`src/rtl/mc_pkg.sv`:
```
package mc_pkg;

    localparam int CORNERS   = 8;
    localparam int MAX_CUTS  = 4;

    typedef enum logic [0:0] {
        S_IDLE = 1'b0,
        S_EMIT = 1'b1
    } tri_state_t;

    // One table row: winding swap, number of cut corners, cut corner ids
    typedef struct packed {
        logic                          flip;
        logic [2:0]                    count;
        logic [MAX_CUTS-1:0][2:0]      corner;
    } case_entry_t;

    function automatic int popcount8(input logic [7:0] v);
        int n;
        n = 0;
        for (int i = 0; i < 8; i++) begin
            if (v[i]) n++;
        end
        return n;
    endfunction

    // Row builder: complement heavy cases, then list the cut corners in ascending order
    function automatic case_entry_t build_entry(input logic [7:0] c);
        case_entry_t e;
        logic [7:0]  m;
        int          n;
        e      = '0;
        e.flip = (popcount8(c) > MAX_CUTS);
        m      = e.flip ? ~c : c;
        n      = 0;
        for (int i = 0; i < CORNERS; i++) begin
            if (m[i] && n < MAX_CUTS) begin
                e.corner[n] = 3'(i);
                n++;
            end
        end
        e.count = 3'(n);
        return e;
    endfunction

endpackage

```
`src/rtl/mc_classify.sv`:
```
module mc_classify #(
    parameter int SW = 8
) (
    input  logic [8*SW-1:0] corners,
    input  logic [SW-1:0]   level,
    output logic [7:0]      case_idx
);

    for (genvar g = 0; g < 8; g++) begin : g_cmp
        assign case_idx[g] = (corners[g*SW +: SW] >= level);
    end

endmodule

```
`src/rtl/mc_case_rom.sv`:
```
module mc_case_rom
    import mc_pkg::*;
(
    input  logic [7:0]  idx,
    output case_entry_t entry
);

    localparam int ROWS = 256;

    case_entry_t rows [ROWS];

    for (genvar g = 0; g < ROWS; g++) begin : g_row
        assign rows[g] = build_entry(8'(g));
    end

    assign entry = rows[idx];


    empty_row_chk: assert final ((idx != 8'h00 && idx != 8'hFF) || entry.count == 3'd0);

endmodule

```
`src/rtl/mc_corner_tri.sv`:
```
module mc_corner_tri #(
    parameter int CW = 6,
    parameter int VW = CW + 2
) (
    input  logic [CW-1:0]   x,
    input  logic [CW-1:0]   y,
    input  logic [CW-1:0]   z,
    input  logic [2:0]      corner,
    input  logic            flip,
    output logic [9*VW-1:0] tri_o
);

    logic [VW-1:0] bx, by, bz;
    logic [VW-1:0] fx, fy, fz;
    logic [VW-1:0] ex_x, ex_y, ex_z;
    logic [VW-1:0] ey_x, ey_y, ey_z;
    logic [VW-1:0] ez_x, ez_y, ez_z;
    logic [3*VW-1:0] v0, v1, v2;

    always_comb begin
        bx = VW'(x) << 1;
        by = VW'(y) << 1;
        bz = VW'(z) << 1;
        // far-side offsets for the corner (0 or 2 on each axis)
        fx = (corner[0] ^ corner[1]) ? VW'(2) : '0;
        fy = corner[1]               ? VW'(2) : '0;
        fz = corner[2]               ? VW'(2) : '0;

        ex_x = bx + VW'(1); ex_y = by + fy;      ex_z = bz + fz;
        ey_x = bx + fx;     ey_y = by + VW'(1); ey_z = bz + fz;
        ez_x = bx + fx;     ez_y = by + fy;      ez_z = bz + VW'(1);

        v0 = {ex_z, ex_y, ex_x};
        v1 = flip ? {ez_z, ez_y, ez_x} : {ey_z, ey_y, ey_x};
        v2 = flip ? {ey_z, ey_y, ey_x} : {ez_z, ez_y, ez_x};
        tri_o = {v2, v1, v0};
    end

endmodule

```
`src/rtl/mc_cell_triangulator.sv`:
```
module mc_cell_triangulator
    import mc_pkg::*;
#(
    parameter int SW = 8,
    parameter int CW = 6,
    localparam int VW = CW + 2
) (
    input  logic            clk,
    input  logic            rst_n,
    input  logic            in_valid,
    output logic            in_ready,
    input  logic [8*SW-1:0] in_corners,
    input  logic [CW-1:0]   in_x,
    input  logic [CW-1:0]   in_y,
    input  logic [CW-1:0]   in_z,
    input  logic [SW-1:0]   in_level,
    output logic            out_valid,
    input  logic            out_ready,
    output logic [9*VW-1:0] out_tri,
    output logic            out_last
);

    tri_state_t  state_q, state_d;
    logic [CW-1:0] px_q, py_q, pz_q;
    case_entry_t ent_q;
    logic [2:0]  idx_q;

    logic [7:0]  case_idx;
    case_entry_t ent_in;
    logic        accept, pop, last_now, in_has_tri;
    logic [2:0]  cur_corner;

    mc_classify #(.SW(SW)) u_cls (
        .corners  (in_corners),
        .level    (in_level),
        .case_idx (case_idx)
    );

    mc_case_rom u_rom (
        .idx   (case_idx),
        .entry (ent_in)
    );

    // handshake terms
    always_comb begin
        last_now   = (idx_q == ent_q.count - 3'd1);
        pop        = out_valid && out_ready;
        in_ready   = (state_q == S_IDLE) || (pop && last_now);
        accept     = in_valid && in_ready;
        in_has_tri = (ent_in.count != 3'd0);
    end

    // next state
    always_comb begin
        state_d = state_q;
        unique case (state_q)
            S_IDLE: if (accept && in_has_tri) state_d = S_EMIT;
            S_EMIT: if (pop && last_now)
                        state_d = (accept && in_has_tri) ? S_EMIT : S_IDLE;
            default: state_d = S_IDLE;
        endcase
    end

    // state register
    always_ff @(posedge clk) begin
        if (!rst_n) state_q <= S_IDLE;
        else        state_q <= state_d;
    end

    // cell context
    always_ff @(posedge clk) begin
        if (!rst_n) begin
            px_q  <= '0;
            py_q  <= '0;
            pz_q  <= '0;
            ent_q <= '0;
            idx_q <= '0;
        end else if (accept) begin
            px_q  <= in_x;
            py_q  <= in_y;
            pz_q  <= in_z;
            ent_q <= ent_in;
            idx_q <= '0;
        end else if (pop) begin
            idx_q <= idx_q + 3'd1;
        end
    end

    // outputs
    always_comb begin
        out_valid  = (state_q == S_EMIT);
        out_last   = out_valid && last_now;
        cur_corner = ent_q.corner[idx_q[1:0]];
    end

    mc_corner_tri #(.CW(CW), .VW(VW)) u_tri (
        .x      (px_q),
        .y      (py_q),
        .z      (pz_q),
        .corner (cur_corner),
        .flip   (ent_q.flip),
        .tri_o  (out_tri)
    );

    // checker-side count of triangles taken within the current cell
    logic [2:0] seen_q;
    always_ff @(posedge clk) begin
        if (!rst_n)            seen_q <= '0;
        else if (pop)          seen_q <= out_last ? 3'd0 : seen_q + 3'd1;
    end


    tri_bound_chk: assert property (@(posedge clk) disable iff (!rst_n)
        out_valid |-> seen_q < 3'(MAX_CUTS));


    hold_stable_chk: assert property (@(posedge clk) disable iff (!rst_n)
        out_valid && !out_ready |=> out_valid && $stable(out_tri) && $stable(out_last));


    hold_input_chk: assert property (@(posedge clk) disable iff (!rst_n)
        out_valid && !out_ready |-> !in_ready);


    empty_case_chk: assert property (@(posedge clk) disable iff (!rst_n)
        !out_valid && in_valid && (case_idx == 8'h00 || case_idx == 8'hFF) |=> !out_valid);


    odd_axis_chk: assert property (@(posedge clk) disable iff (!rst_n)
        out_valid |-> $countones({out_tri[0], out_tri[VW], out_tri[2*VW]}) == 1
                   && $countones({out_tri[3*VW], out_tri[4*VW], out_tri[5*VW]}) == 1
                   && $countones({out_tri[6*VW], out_tri[7*VW], out_tri[8*VW]}) == 1);


    start_lat_chk: assert property (@(posedge clk) disable iff (!rst_n)
        !out_valid && in_valid && in_ready && case_idx != 8'h00 && case_idx != 8'hFF |=> out_valid);

endmodule

```
`config.mk`:
```
export PLATFORM = sky130hd
export DESIGN_NAME = mc_cell_triangulator
export DESIGN_NICKNAME = d
export VERILOG_FILES = /design/src/rtl/mc_pkg.sv /design/src/rtl/mc_classify.sv /design/src/rtl/mc_case_rom.sv /design/src/rtl/mc_corner_tri.sv /design/src/rtl/mc_cell_triangulator.sv
export SDC_FILE = /design/constraint.sdc
export NUM_CORES = 1
export LEC_CHECK = 0
export BUFFER_PORTS_ARGS = -buffer_cell sky130_fd_sc_hd__buf_4
export CAP_MARGIN = 20
export CORE_MARGIN = 3
export CORE_UTILIZATION = 35
export DETAILED_ROUTE_END_ITERATION = 10
export GPL_TIMING_DRIVEN = 0
export PLACE_DENSITY = 0.65
export SYNTH_ARGS = -nofsm -noshare
export SYNTH_HDL_FRONTEND = slang
export SYNTH_SLANG_ARGS = --single-unit
export TNS_END_PERCENT = 20
```
`constraint.sdc`:
```
create_clock -name clk -period 5.8 [get_ports clk]
set_input_delay 1.74 -clock clk [delete_from_list [all_inputs] [get_ports clk]]
set_output_delay 1.74 -clock clk [all_outputs]
set_load 0.005 [all_outputs]
```
# Word-level counts from Yosys, hierarchy flattened
# Memories as Yosys holds them, arrays and structs flattened.
# Cells that the tools add are included.
[word_totals]
romBits = 4096
reg_bits = 38
mem_count = 1
output_inout_bits = 75
wordCells = 55
inputBits = 94
[classes]
add_sub_neg = 8
reduce_logical = 8
n_lt_le_gt_ge = 10
bitwise = 4
mux = 12
eq_ne = 1
[memory_table]
columns = ["memory", "words", "word_bits", "read_ports", "rd_clocked_by_memory_dff", "wr", "line_no", "text"]
rows = [
  ["(no name shown)", 256, 16, 1, 0, 0, "mc_case_rom.sv:16", "assign entry = rows[idx];"],
]
[ops]
columns = ["cell", "count"]
rows = [
  ["greater-or-equal comparator 8 bit", 8],
  ["2-to-1 mux 24 bit", 2],
  ["2-to-1 mux 16 bit", 2],
  ["adder 7 x 1 -> 8 bit, second input constant", 3],
  ["adder 7 x 8 -> 8 bit", 3],
  ["greater-or-equal comparator 9 bit, second input constant", 1],
  ["inverter 8 -> 9 bit", 1],
  ["binary-select mux 3 bit (select 2 bit)", 1],
  ["2-to-1 mux 2 bit", 3],
  ["logical AND 1 bit", 5],
  ["adder 3 x 1 -> 3 bit, second input constant", 1],
  ["== test 3 bit", 1],
  ["< comparator 2 x 3 -> 1 bit, second input constant", 1],
  ["2-to-1 mux 3 bit", 1],
  ["nonzero test 3 bit", 1],
  ["subtractor 3 x 1 -> 3 bit, second input constant", 1],
  ["2-to-1 mux 1 bit", 2],
  ["inverter 1 bit", 2],
  ["case mux 1 bit (2 select lines)", 1],
  ["OR reduction 2 bit", 1],
  ["logical OR 1 bit", 1],
  ["XOR 1 bit", 1],
]

# Logic depth before layout (Yosys ltp)
[depth]
word_depth = 10
depth_mapped = 18
depth_no_buf = 18

# Modules after synthesis
# From an unflattened synthesis, not the netlist that was laid out.
[unflattened]
hier_cells = 823
area_unflattened_um2 = 6333.6
[modules_own_cells]
columns = ["module", "n_inst", "area_each_um2", "seq_area_each_um2", "cells_per_inst"]
rows = [
  ["mc_case_rom", 1, 2337.2, 0.0, 382],
  ["mc_cell_triangulator", 1, 1731.7, 760.7, 181],
  ["mc_classify", 1, 1396.3, 0.0, 151],
  ["mc_corner_tri", 1, 868.3, 0.0, 109],
]

# Least setup slack after synthesis
# Ideal clock, no wire load.
[synth_timing]
path_type = "input-to-reg"
from = "in in_level[1]"
to = "reg state_q, in the netlist out_valid"
slack_ns = 0.762
t_arrival_ns = 4.955
path_buffers = 0
setup_ns = 0.082
path_stages = 16
t_required_ns = 5.718
path_cell_list = "inv_1 ha_1 a21o_1 a21oi_1 o21a_1 o21ai_0 ha_1 inv_1 or3_1 o221a_2 o221a_2 a311o_1 o32ai_1 a221oi_2 and3_1 o221ai_1"
[synth_between]
elab_chain_cells = 10
word_cells_on_any_way = 17
cone_classes = "8 x order compare; 5 x mux; 1 x bitwise; 2 x reduce/logical; 1 x memory"
[synth_rtl]
columns = ["element", "line_no", "text"]
rows = [
  ["start, declared", "mc_cell_triangulator.sv:16", "input logic [SW-1:0] in_level,"],
  ["greater-or-equal comparator 8 bit", "mc_classify.sv:10", "assign case_idx[g] = (corners[g*SW +: SW] >= level);"],
  ["inverter 8 -> 9 bit (not written as such) (*)", "mc_case_rom.sv:16", ""],
  ["memory read (256 x 16 bit) (*)", "n/a", ""],
  ["2-to-1 mux 16 bit (not written as such) (*) (2 in series)", "mc_case_rom.sv:16", ""],
  ["nonzero test 3 bit (*)", "mc_cell_triangulator.sv:50", "in_has_tri = (ent_in.count != 3'd0);"],
  ["logical AND 1 bit (*)", "mc_cell_triangulator.sv:57, mc_cell_triangulator.sv:59", ""],
  ["2-to-1 mux 1 bit (*)", "mc_cell_triangulator.sv:57, mc_cell_triangulator.sv:59", ""],
  ["2-to-1 mux 1 bit", "mc_cell_triangulator.sv:58", "S_EMIT: if (pop && last_now)"],
  ["case mux 1 bit (2 select lines) (*)", "mc_cell_triangulator.sv:56", "unique case (state_q)"],
  ["end signal, assigned", "mc_cell_triangulator.sv:67", "else state_q <= state_d;"],
  ["end, declared", "mc_cell_triangulator.sv:23", "tri_state_t state_q, state_d;"],
]
# Every way passes the cells marked *; elsewhere a longest branch is shown, timed or not. The select of a mux whose other input is x is not followed.
# A chain may end at the register's enable or synchronous reset.

# Worst setup path after layout
# Ends and elaborated chain as after synthesis.

==> flow_summary.toml <==
[min_path]
hold_path.class = "register to register"

[die]
io_pins = 169
die_w_um = 135
fp.coreArea_sq_mm = 0.0161
die_y_um = 135
dieArea_sq_mm = 0.0182
num_rows = 46
floorplan.initialDensity = 0.362

[drt]
drtPass1Iterations = 5
ant_nets = 0
route.met2.wl_mm = 9.75
first_iter_violations = 609
route.met3.wl_mm = 2.06
vias = 6863
wl_mm = 22.1
top_layer = "met4"
wl_per_cell_um = 18.5
viasPerCell = 5.72
met1Wirelength_mm = 9.85
drcViolationCount = 0

[synth]
synth-edff-count = 0
synth_area_per_cell_sq_um = 7.21
netlist_area_sq_mm = 0.00583
async_flop_share = 0
seq_area_frac_synth = 0.131
yosys_warnings = 0
synth_cell_type_count = 71
synth_ff_type = "dfxtp_1"
synth-seq-cells = 38
synth_cells = 809

[clock_network]
cts_buffer_depth = 2
cts_tree = "built"
clkLatencyLatePin_ns = 0.27
clk_pin_slew_ns = 0.06
root_buffer = "clkbuf_16"
htreeDepth = 2
cts_buffers = 5
hold_buffers = 0
clock-sinks = 38

[placement]
numPortBuffers = 161
hpwl_mm = 17.6
gp_routability_congestion = 0.966
postPlaceCellArea_sq_mm = 0.00732
dp_cells = 1190

[sta]
clock_skew_ns = 0.00342
fmax_mhz = 183
finalSetupViolCount = 0
slew-limit-headroom = 0.317
post-route-period-util = 0.942
grt_setup_unrepaired = "false"
worstMarginPinSlew_ns = 1.02
finalHoldViolations = 0
layout_min_cycle_time_ns = 5.46
drv_slew = 0

[critical_path]
r2r_slack_ns = 3.06
end_kind = "register"
crit_end = "out_valid"
reg2reg_to = "out_valid"
critical_path_required_ns = 5.99
rr_startpoint = "ent_q[12]"
critPathArrivalTime_ns = 5.65
critical_path.max_fanout = 10
cp-startpoint = "in_level[1]"
criticalPathCategory = "input port to register"
start_kind = "input port"
rr_worst_depth = 12

[finish]
n_antenna_cell = 0
layout-drive-gt1-share = 0.232
final_area_sq_mm = 0.00750
final_cells = 1199
nets = 1155
areaGrowthSynthToFinish_pct = 28.6

[pwr]
powerDensity_mw_per_mm2 = 238
power_leakage_uw = 0.00336
p_total_uw = 1780
ir_worst_vdd_mv = 0.119

[run]
max_cap_violations = 0

[global_routing]
gr-usage-all-layers = 0.233
gr-total-overflow = 0
grt_pass1_wl_mm = 34.5
grt_pass1_vias = 6474
grt_max_degree = 12
grt_antenna_before_repair = 0

[outcome]
status = "complete, no violations"
## power by group
part	leakage, uW	total (uW)	internal (uW)	switching (uW)
Sequential	0.000312	343	307	35.5
Clock	0.0000739	273	170	102
Combinational	0.00297	1170	479	688
Total	0.00336	1780	957	826
## registers in the layout, summed over array words and instances, names as in the netlist
register	cells
idx_q	3
py_q	6
out_valid	1
px_q	6
pz_q	6
ent_q	16
## synthesized netlist by cell type, drive strengths merged, types with 3 or more instances
master | n | area share
xnor2 | 28 | 0.042
nor3 | 22 | 0.020
xor2 | 12 | 0.018
o221ai | 3 | 0.0045
a311oi | 4 | 0.0060
clkbuf | 48 | 0.031
nand2 | 118 | 0.076
nor2 | 41 | 0.027
a311o | 3 | 0.0052
mux4 | 3 | 0.012
o31ai | 4 | 0.0052
a41oi | 3 | 0.0045
nand3 | 22 | 0.020
and3 | 18 | 0.019
o21ai | 55 | 0.049
o311ai | 4 | 0.0073
a221oi | 12 | 0.019
inv | 32 | 0.021
a211o | 3 | 0.0045
dfxtp | 38 | 0.13
or2 | 4 | 0.0043
a21o | 10 | 0.013
o2111ai | 6 | 0.0090
ha | 79 | 0.17
nand2b | 12 | 0.013
a2111oi | 9 | 0.014
a21oi | 65 | 0.057
buf | 28 | 0.029
mux2 | 10 | 0.019
mux2i | 8 | 0.014
and2 | 8 | 0.0086
or3 | 3 | 0.0032
nand4 | 4 | 0.0043
o21a | 5 | 0.0064
a31oi | 14 | 0.015
o22ai | 11 | 0.012
o211ai | 17 | 0.023
a211oi | 21 | 0.031
## worst min path at each step
stage                     slack (ns)  cells past startpoint       from        end
after floorplan                 0.44                      2   ent_q[4]   ent_q[4]
after global placement          0.45                      2   ent_q[4]   ent_q[4]
after detailed placement        0.46                      2   ent_q[4]   ent_q[4]
after CTS                       0.47                      2  ent_q[13]  ent_q[13]
after global routing            0.50                      2   ent_q[4]   ent_q[4]
final                           0.47                      2  ent_q[13]  ent_q[13]
## layer usage
layer / vias up / GRT usage
met4: 0 / 0.0498
met1: 3138 / 0.331
met3: 50 / 0.0428
met5: - / 0
li1: 3310 / -
met2: 365 / 0.371
## what timing repair did
action,in CTS,in global routing
buffers inserted,0,2
gates resized for setup,0,4
setup endpoints to repair,0,9
## layout make-up
class | instances | area (sq um)
Clock inverter | 1 | 5.00
Sequential cell | 38 | 761
Multi-Input combinational cell | 667 | 4620
Fill cell | 1641 | 8620
Tap cell | 216 | 270
Clock buffer | 7 | 143
Timing Repair Buffer | 163 | 1220
Buffer | 75 | 348
Inverter | 32 | 124
## cell usage in the layout, fill, tap and decap left out, types with 5 or more instances in the layout
cell type,n
buf_4,179
nand2_1,118
ha_1,79
a21oi_1,63
o21ai_0,49
clkbuf_1,48
nor2_1,40
dfxtp_1,38
inv_1,30
xnor2_1,28
nor3_1,21
nand3_1,21
a211oi_1,19
and3_1,18
o211ai_1,16
a31oi_1,14
xor2_1,12
nand2b_1,12
o22ai_1,11
a221oi_1,11
a21o_1,10
mux2_2,10
mux2i_1,8
buf_1,7
a2111oi_0,7
and2_1,7
o2111ai_1,6
conb_1,6
o21a_1,5
buf_2,5
clkbuf_16,5
## cell families (layout without fill, tap and decap cells)
| logic type | count (synthesis) | count (layout) | synth area share |
|---|---|---|---|
| compound gates | 267 | 267 | 0.316 |
| xor+xnor | 40 | 40 | 0.0601 |
| fa+ha+maj | 79 | 79 | 0.170 |
| buf+inv | 108 | 278 | 0.0809 |
| flops | 38 | 38 | 0.131 |
| mux | 21 | 21 | 0.0446 |
| other cells | 2 | 6 | 0.00129 |
| simple gates | 254 | 254 | 0.197 |
## stage by stage
stage | hold slack (ns) | setup TNS, ns | util | setup slack (ns)
6_report | 0.473 | 0 | 0.465 | 0.335
4_1_cts | 0.471 | 0 | 0.464 | 0.115
3_5_place_dp | 0.461 | -0.157 | 0.454 | -0.157
2_1_floorplan | 0.438 | 0 | - | 0.762
3_3_place_gp | 0.454 | -0.279 | 0.454 | -0.183
5_1_grt | 0.503 | 0 | 0.465 | 0.0485
## critical path, stage by stage
cell,delay (ns)
buf_4,0.11
inv_1,0.24
ha_1,0.29
a2111oi_0,0.40
a2111oi_1,0.12
or2_2,0.39
ha_1,0.40
clkbuf_1,0.48
o21ai_2,0.24
a311o_1,0.43
o32ai_1,0.20
a221oi_2,0.09
buf_4,0.19
and3_1,0.14
o221ai_1,0.18
Note: power is estimated with default switching activity, not from simulation.
